[config.mk]
export PLATFORM = sky130hd
export DESIGN_NAME = irq_ctl_top
export DESIGN_NICKNAME = d
export VERILOG_FILES = /design/src/rtl/irq_pkg.sv /design/src/rtl/irq_regs.sv /design/src/rtl/irq_arb.sv /design/src/rtl/irq_ctl_top.sv
export SDC_FILE = /design/constraint.sdc
export NUM_CORES = 1
export LEC_CHECK = 0
export BUFFER_PORTS_ARGS = -buffer_cell sky130_fd_sc_hd__buf_2
export CORE_MARGIN = 3
export CORE_UTILIZATION = 41
export CTS_CLUSTER_SIZE = 40
export DETAILED_ROUTE_END_ITERATION = 8
export HOLD_SLACK_MARGIN = 0.06
export PLACE_DENSITY = 0.87
export SYNTH_ARGS = -nofsm -noshare
export SYNTH_HDL_FRONTEND = slang
export SYNTH_SLANG_ARGS = --single-unit
export TNS_END_PERCENT = 1
[constraint.sdc]
create_clock -name clk -period 3.2 [get_ports clk]
set_clock_uncertainty 0.1 [all_clocks]
set_input_delay 0 -clock clk [delete_from_list [all_inputs] [get_ports clk]]
set_output_delay 0 -clock clk [all_outputs]
set_load 0.1 [all_outputs]
[src/rtl/irq_pkg.sv]
package irq_pkg;
  localparam int unsigned NSRC     = 2;
  localparam int unsigned DW       = 8;
  localparam int unsigned GIE_BIT  = 0;
  localparam int unsigned EN_LSB   = 2;
  localparam int unsigned FLG_LSB  = 5;
  localparam int unsigned SRC_W    = (NSRC > 1) ? $clog2(NSRC) : 1;
endpackage

[src/rtl/irq_regs.sv]
module irq_regs
  import irq_pkg::*;
(
  input  logic            clk,
  input  logic            rst,
  input  logic            wr_en,
  input  logic [DW-1:0]   wdata,
  input  logic [NSRC-1:0] ovf,
  input  logic            take,
  input  logic [NSRC-1:0] take_sel,
  input  logic            reti,
  output logic            gie,
  output logic [NSRC-1:0] en,
  output logic [NSRC-1:0] flg
);
  logic unused_wbits;
  assign unused_wbits = ^wdata;

  // global enable: an acknowledge clears it, RETI sets it, software writes it
  always_ff @(posedge clk) begin
    if (rst)        gie <= 1'b0;
    else if (take)  gie <= 1'b0;
    else if (reti)  gie <= 1'b1;
    else if (wr_en) gie <= wdata[GIE_BIT];
  end

  for (genvar i = 0; i < NSRC; i++) begin : g_src
    always_ff @(posedge clk) begin
      if (rst)        en[i] <= 1'b0;
      else if (wr_en) en[i] <= wdata[EN_LSB+i];
    end

    // a hardware set beats both the acknowledge clear and a software write
    always_ff @(posedge clk) begin
      if (rst)                       flg[i] <= 1'b0;
      else if (ovf[i])               flg[i] <= 1'b1;
      else if (take && take_sel[i])  flg[i] <= 1'b0;
      else if (wr_en)                flg[i] <= wdata[FLG_LSB+i];
    end
  end
endmodule

[src/rtl/irq_arb.sv]
module irq_arb
  import irq_pkg::*;
#(
  parameter logic [DW-1:0] VEC_BASE = 8'h08,
  parameter logic [DW-1:0] VEC_STEP = 8'h04
) (
  input  logic            gie,
  input  logic [NSRC-1:0] en,
  input  logic [NSRC-1:0] flg,
  input  logic            sample,
  input  logic            stack_full,
  output logic            fire,
  output logic [NSRC-1:0] sel,
  output logic [DW-1:0]   vec
);
  logic [NSRC-1:0] elig;
  assign elig = flg & en;

  // lowest index wins: scan downward so the last hit is the lowest
  always_comb begin
    sel = '0;
    vec = VEC_BASE;
    for (int i = NSRC - 1; i >= 0; i--) begin
      if (elig[i]) begin
        sel    = '0;
        sel[i] = 1'b1;
        vec    = VEC_BASE + DW'(VEC_STEP * DW'(i));
      end
    end
  end

  assign fire = sample && gie && !stack_full && (|elig);
endmodule

[src/rtl/irq_ctl_top.sv]
module irq_ctl_top
  import irq_pkg::*;
#(
  parameter int unsigned      ADDR_W   = 8,
  parameter logic [ADDR_W-1:0] CTL_ADDR = 8'h0B,
  parameter logic [DW-1:0]    VEC_BASE = 8'h08,
  parameter logic [DW-1:0]    VEC_STEP = 8'h04
) (
  input  logic              clk,
  input  logic              rst,
  input  logic [ADDR_W-1:0] bus_addr,
  input  logic              bus_wr,
  input  logic              bus_rd,
  input  logic [DW-1:0]     bus_wdata,
  output logic [DW-1:0]     bus_rdata,
  input  logic [NSRC-1:0]   tmr_ovf,
  input  logic              sample_en,
  input  logic              stack_full,
  input  logic              ret_stb,
  input  logic              reti_stb,
  output logic              irq_ack,
  output logic [DW-1:0]     irq_vec,
  output logic              wake
);
  logic            hit;
  logic            gie;
  logic [NSRC-1:0] en;
  logic [NSRC-1:0] flags;
  logic            fire;
  logic [NSRC-1:0] sel;
  logic [DW-1:0]   vec_nx;
  logic [DW-1:0]   image;
  logic            unused_ret;

  // a plain return has no effect on the controller
  assign unused_ret = ret_stb;
  assign hit = (bus_addr == CTL_ADDR);

  irq_regs u_regs (
    .clk      (clk),
    .rst      (rst),
    .wr_en    (bus_wr && hit),
    .wdata    (bus_wdata),
    .ovf      (tmr_ovf),
    .take     (fire),
    .take_sel (sel),
    .reti     (reti_stb),
    .gie      (gie),
    .en       (en),
    .flg      (flags)
  );

  irq_arb #(.VEC_BASE(VEC_BASE), .VEC_STEP(VEC_STEP)) u_arb (
    .gie        (gie),
    .en         (en),
    .flg        (flags),
    .sample     (sample_en),
    .stack_full (stack_full),
    .fire       (fire),
    .sel        (sel),
    .vec        (vec_nx)
  );

  always_comb begin
    image          = '0;
    image[GIE_BIT] = gie;
    for (int i = 0; i < NSRC; i++) begin
      image[EN_LSB+i]  = en[i];
      image[FLG_LSB+i] = flags[i];
    end
  end

  always_ff @(posedge clk) begin
    if (rst) begin
      irq_ack   <= 1'b0;
      irq_vec   <= '0;
      wake      <= 1'b0;
      bus_rdata <= '0;
    end else begin
      irq_ack   <= fire;
      if (fire) irq_vec <= vec_nx;
      wake      <= |(flags & en);
      bus_rdata <= (bus_rd && hit) ? image : '0;
    end
  end
endmodule

Word-level counts from Yosys, hierarchy flattened
Cells that the tools add are included.

Register bits: 23. Input port bits: 26. Output and inout bits: 18. Logic and storage cells: 39.

Equality and inequality tests: 1. Mux-type cells: 12. Bitwise gates (word level): 2. Reductions and logical operators: 14.

Operators with widths (count): 8-bit by 4-bit equality test with 1-bit output, second input constant (1); 1-bit two-way mux (8); 1-bit logical AND (7); 3-bit two-way mux (2); 3-bit nonzero test (2); 2-bit OR reduction (3); 2-bit two-way mux (2); 2-bit bitwise AND (1); 2-bit nonzero test (1); 1-bit zero test (1); 1-bit NOT (1).

Longest topological paths before layout
Gate-level depths: netlist of the first run.

Depth in word-level cells: 6. Gate-level depth with buffers: 4. Gate-level depth less buffers: 4.

By module
Synthesis of the first run repeated with hierarchy kept, for this count alone.

Cells, all modules: 92. Area, all modules: 874.6 um^2.

Modules (own cells, without submodules): irq_ctl_top (times used 1, cells an instance 55, area an instance 550.5 um^2, seq. area each 300.3 um^2); irq_regs (times used 1, cells an instance 21, area an instance 225.2 um^2, seq. area each 100.1 um^2); irq_arb (times used 1, cells an instance 16, area an instance 98.8 um^2, seq. area each 0.0 um^2).

Worst setup path after synthesis of the first run
Ideal clock, no wire load.

Path kind: register to register. From: register irq_vec[3] (netlist name). To: register irq_vec[3]. Setup time: 0.074 ns. Data arrival time: 1.144 ns. Data required time: 3.026 ns. Setup slack: 1.882 ns. Cell stages (with the launch flop): 3. Path buffers: 0. Period minus slack after synthesis: 1.318 ns. Path through: dfxtp_1 inv_1 a31oi_1.

RTL lines: to (signal assigned) (line irq_ctl_top.sv:81) `if (fire) irq_vec <= vec_nx;`; to (decl) (line irq_ctl_top.sv:22) `output logic [DW-1:0] irq_vec,`.

Worst setup path after layout of the first run
From: input bus_addr[5]. To: register u_regs.en[0].

Longest elaborated chain between the ends: 2.

RTL lines: from (decl) (line irq_ctl_top.sv:11) `input logic [ADDR_W-1:0] bus_addr,`; 8-bit by 4-bit equality test with 1-bit output (line irq_ctl_top.sv:37) `assign hit = (bus_addr == CTL_ADDR);`; 1-bit logical AND (line irq_ctl_top.sv:42) `.wr_en (bus_wr && hit),`; to (signal, indexed assignment) (line irq_regs.sv:30) `else if (wr_en) en[i] <= wdata[EN_LSB+i];`; to (decl) (line irq_regs.sv:13) `output logic [NSRC-1:0] en,`.

No other way between the ends. A chain may end at the register's enable or synchronous reset.

==> impl_results.md, run 1 <==
- Initial DRC Count: 3
- Worst setup path class: input port to flip-flop
- DRT antenna net count: 0
- Initial Utilization: a little under half
- Worst-path fanout max: 7
- Final global-route overflow total: 0
- CTS tree: yes
- Fin Hold WS: 95.2 ps
- Drt first pass iters: 4
- Fillers: roughly 120
- Wire length per cell: between 10 and 15 um
- Max incr delay on CP: roughly 560 ps
- Fin crit period: roughly 1900 ps
- Area Growth Syn to Fin: 48.0%
- CTS sink count: 14
- Total core area: 0.00135 mm^2
- Multiplexer share of the synthesized area: ~5%
- Clk root buf: clkbuf_4
- Lkg Pwr: 0.000464 uW
- PwrDens: between 400 and 500 mW/mm^2
- Hold Crit Class: input port to flip-flop
- Post-DP HPWL: ~980 um
- Number of diodes: 0
- Most frequent CP cell: dlygate4sd3_1
- Seq/Total Area, Yosys: roughly 46%
- Netlist Area Pre-Place: between 600 and 700 um^2
- Post-Synth XOR/XNOR Area: 0%
- Fmax: about 530 MHz
- Setup TNS: 0 ps
- CP max stage cell: dlygate4sd3_1
- Die width: roughly 45 um
- Synthesized flop and latch total: 14
- Yosys warns: 0
- Compound-Gate Fraction of Synth Area: about 8.2%
- Residual DRC: 0
- Crit path launch type: input port
- Routed vias: ~580
- Post-CTS Setup Bufs: 0
- Commonest non-fill, non-tap cell in the layout: buf_2
- Sequential Area: 280 um^2
- Max Slew Vio Count: 0
- Core Util, Final: about two thirds
- Finish-stage setup viols: 0
- RSZ-0062 raised after global routing: no
- I/O Buffers: 30
- Maximum buffer depth of the clock tree: 2
- Area of the multi-input gates: between 200 and 300 um^2
- Die area: between 0.0015 and 0.002 mm^2
- IO Pins: 44
- Most frequent cells in the layout: buf_2 (30), dfxtp_1 (14), dlygate4sd3_1 (13)
- Hold_buf cts: 13
- Adder-Cell Fraction of Synth Area: 0%
- Share of cells above drive strength 1: about a third
- Final period utilization: 59.5%
- Critical path required time: about 3300 ps
- Clock Latency Late Sink: 290 ps
- Cts bufs inserted: 3
- Critical path, cell by cell: buf_2 > nor4_4 > nand3_4 > mux2i_1 > dlygate4sd3_1 > nor2_1 > dlygate4sd3_1
- Vias in the first global route: 506
- # resized after CTS: 0
- Final hold vios: 0
- R2r setup slk: 1340 ps
- Vert. Die Dim: 44.7 um
- Largest family of logic cells by synthesized area: simple AND/OR/NAND/NOR gates
- GRT Overall Usage: 15.6%
- Vias/cell: 4.67
- Unique masters post-synth: 23
- H-Tree Depth: 1
- Global placement routability congestion: 0.765
- Outcome: finished, final reports clean
- Total chip power: slightly below 400 uW
- Clk pin slew, worst setup/hold paths: 90 ps
- Nets: 135
- Avg Synthesized Cell Area: 9.73 um^2
- Critical path capture point type: flip-flop
- # Max-Cap Violations: 0
- Syn Inst Count: 63
- Max IR drop VDD: ~270 uV
- Simple-gate share of the synthesized area: 25.9%
- Largest net degree at the start of global routing: 12
- Initial antenna violation count: 0
- Number of cell rows: 13
- First-pass GRT wire length: around 2200 um
- Critical Path AT: between 1500 and 2000 ps
- Routed Wire Length: ~1400 um
[Yosys cell counts]
cell type,count,area [um^2]
and4b_1,2,20.0
nand3b_1,1,7.51
buf_4,9,67.6
clkbuf_1,1,3.75
a21oi_1,3,15.0
nand3_4,1,17.5
and2_1,5,31.3
mux2i_1,3,30.0
dfxtp_1,14,280
nand2_1,3,11.3
o221ai_1,1,8.76
o22ai_1,1,6.26
inv_1,5,18.8
a211oi_1,1,7.51
nor3_1,1,5.00
nand4b_1,1,8.76
nand3_1,2,10.0
nand4_1,1,6.26
and3b_1,1,8.76
conb_1,1,3.75
nor2_1,3,11.3
nor4_4,1,21.3
a31oi_1,2,12.5
[power breakdown]
part | leakage (uW) | internal, uW | switching (uW) | total, uW
clock network | 0.0000210 | 69.2 | 58.3 | 128
registers | 0.000114 | 177 | 3.63 | 181
logic | 0.000329 | 22.9 | 58.7 | 81.6
total | 0.000464 | 270 | 121 | 390
[registers in the layout (all words and copies together) (netlist names)]
name        cells
u_regs.gie      1
u_regs.flg      2
irq_vec         2
irq_ack         1
u_regs.en       2
wake            1
bus_rdata       5
[stage by stage]
stage | cells | cell area, um^2 | setup WS, ps
2_1_floorplan | 71 | 643 | 1880
3_5_place_dp | 106 | 741 | 2020
3_3_place_gp | 106 | 741 | 2050
5_1_grt | 123 | 907 | 1200
6_report | 123 | 907 | 1300
4_1_cts | 123 | 907 | 1350
[per-layer routing]
metal	vias to the layer above	wire [um]	global-route usage (%)
met5	-	0	0
met4	0	25	9.04
met3	4	127	4.07
met2	31	735	29.2
met1	253	507	15.0
li1	287	-	-
[kinds of logic (layout without fill, tap and decap cells)]
logic type             count (synthesis)  after routing
AO/OA/AOI/OAI                          8              8
buffers and inverters                 15             52
multiplexers                           3              3
other                                  1              9
flip-flops                            14             14
AND/OR/NAND/NOR                       22             22
[worst max-delay path: cells and delay by family]
| kind | cells | cell delay (ps) |
|---|---|---|
| buffers and inverters | 3 | 1220 |
| muxes | 1 | 180 |
| and+or+nand+nor | 3 | 560 |
[final cells by class]
class,instances,area share (%)
inverter,5,2.07
tap,15,2.07
sequential,14,30.9
clock buffer,4,4.00
multi-input combinational,42,30.1
timing repair buffer,43,30.9
[path summary, 6_finish.rpt]
check / startpoint / to / cells after the start
worst max register to register: u_regs.en[1] / u_regs.en[1] / 4
worst max-delay path: bus_addr[5] / u_regs.en[0] / 7
worst min-delay path: bus_rd / bus_rdata[3] / 3
worst min register to register: irq_vec[2] / irq_vec[2] / 2
Note: power is estimated with default switching activity, not from simulation.
==> inputs of run 2 (changes only) <==
Settings changed: CORE_UTILIZATION 41 to 38, PLACE_DENSITY 0.87 to 0.82.
Clock period 3.2 ns to 1.9 ns, I/O delays scaled along.
==> run 2 against run 1 <==
Compared with the run above: hold slack got worse by 5.5 ps; setup slack got worse by 1100 ps; largest cell class unchanged; combinational power rose by 69%; first-iteration DRC count fell by 33%; design area did not move; sequential power rose by 69%; cell count did not move.
==> impl_results.md, run 2 (synthesis gave the netlist of run 1 again) <==
- End of the critical path: u_regs.gie
- Final period utilization: roughly nine tenths
- Die area: around 0.0021 mm^2
- Total core area: 0.00140 mm^2
- CP Buf/Inv Count: 1
- Clk pin slew, worst setup/hold paths: approximately 90 ps
- Fmax: about 570 MHz
- Max Slew Vio Count: 0
- Post-DP HPWL: ~1100 um
- Most frequent cells in the layout: buf_2 (30), dfxtp_1 (14), dlygate4sd3_1 (11)
- Finish-stage setup viols: 0
- Final global-route overflow total: 0
- Levels on crit path: 5
- Critical Path Source: u_regs.gie
- First-pass GRT wire length: roughly 2300 um
- Maximum buffer depth of the clock tree: 2
- Lkg Pwr: ~0.00047 uW
- RSZ-0062 raised after global routing: no
- Max IR drop VDD: around 420 uV
- Cts bufs inserted: 3
- Reg-to-Reg End: u_regs.gie
- Clock Latency Late Sink: 280 ps
- Final hold vios: 0
- Critical path required time: between 2000 and 2500 ps
- R2r setup slk: roughly 160 ps
- CP max stage cell: dlygate4sd3_1
- Routed vias: 569
- Layout Cells excl Fill: between 100 and 150
- Fin Hold WS: about 90 ps
- Nets: roughly 140
- Number of diodes: 0
- DP Area: 741 um^2
- Final non-filler cell area: 907 um^2
- Die width: about 46 um
- Drt first pass iters: 2
- CTS tree: yes
- Total chip power: 652 uW
- Commonest non-fill, non-tap cell in the layout: buf_2
- DRT antenna net count: 0
- Initial DRC Count: 2
- Hold Crit Class: input port to flip-flop
- Placed Instances: 106
- Share of cells above drive strength 1: between 30% and 40%
- Setup TNS: 0 ps
- # Max-Cap Violations: 0
- Number of cell rows: 13
- Wire length per cell: between 10 and 15 um
- R2R cell count: 5
- Vias in the first global route: 570
- Worst-path fanout max: 4
- Critical path, cell by cell: and3b_1 > a31oi_1 > nand2_1 > a211oi_1 > dlygate4sd3_1
- Critical Path AT: 1870 ps
- Fin crit period: ~1700 ps
- Critical path capture point type: flip-flop
- PwrDens: about 720 mW/mm^2
- Initial antenna violation count: 0
- Clk root buf: clkbuf_4
- Crit path max-delay family: buffers and inverters
- Max FFs per register: 5
- Worst setup path class: flip-flop to flip-flop
- Hold wc startpoint: bus_rd
- Top reg by flops: bus_rdata
- CTS sink count: 14
- Largest net degree at the start of global routing: 12
- GRT Overall Usage: about 15%
- Outcome: finished, final reports clean
- Vias/cell: around 4.6
- H-Tree Depth: 1
- I/O Buffers: 30
- Initial Utilization: between 40 and 50%
- Global placement routability congestion: between 0.7 and 0.8
- Reg2reg start: u_regs.gie
- Crit path launch type: flip-flop
- Vert. Die Dim: roughly 46 um
- IO Pins: between 40 and 50
- Residual DRC: 0
- Routed Wire Length: around 1400 um
- Area Growth Syn to Fin: 48.0%
- Max incr delay on CP: around 570 ps
## run 2: cell types whose count changed in the layout (fill, tap and decap cells not counted)
cell / before / now
buf_4: 0 / 1
dlymetal6s4s_1: 0 / 1
dlygate4sd3_1: 13 / 11
## run 2: through the flow
step	setup WS [ps]	util, %
6_report	160	64.8
3_3_place_gp	741	53.0
2_1_floorplan	582	-
4_1_cts	24.8	64.8
3_5_place_dp	731	53.0
5_1_grt	45.7	64.8
## run 2: timing repair
item | in CTS | in global routing
resized for setup | 0 | 1
hold endpoints to repair | 9 | 0
hold buffers | 13 | 0
setup buffers | 0 | 1
setup endpoints to repair | 0 | 2
## run 2: metal layers
layer	up-vias	global-route usage [%]	share of wire [%]
li1	286	-	-
met1	252	15.3	37
met2	25	29.4	53
met5	-	0	0
met4	0	8.52	2.8
met3	6	2.34	7.7
## run 2: where the power goes
| group | internal, uW | total [uW] | switching, uW | leakage [uW] |
|---|---|---|---|---|
| logic | 38.5 | 138 | 99.2 | 0.000334 |
| clock network | 117 | 210 | 93.5 | 0.0000210 |
| registers | 299 | 305 | 5.91 | 0.000114 |
| total | 454 | 652 | 199 | 0.000469 |
## run 2: how the worst min path moves through the flow
stage / cells past startpoint / slack [ps] / to
after floorplan: 2 / 40 / u_regs.en[0]
after global placement: 3 / 130 / u_regs.en[1]
after detailed placement: 3 / 140 / u_regs.en[1]
after CTS: 3 / 90 / bus_rdata[2]
after global routing: 3 / 120 / bus_rdata[0]
final: 3 / 90 / bus_rdata[2]
## run 2: worst register-to-register path, stage by stage (launching register included)
cell	delay, ps
dfxtp_1	330
and3b_1	220
a31oi_1	220
nand2_1	80
a211oi_1	170
dlygate4sd3_1	570
## run 2: area by class of cell
cell class / instances / area, um^2
fill: 118 / 492
sequential: 14 / 280
timing repair buffer: 43 / 280
multi-input combinational: 42 / 273
clock buffer: 4 / 36.3
inverter: 5 / 18.8
tap: 15 / 18.8
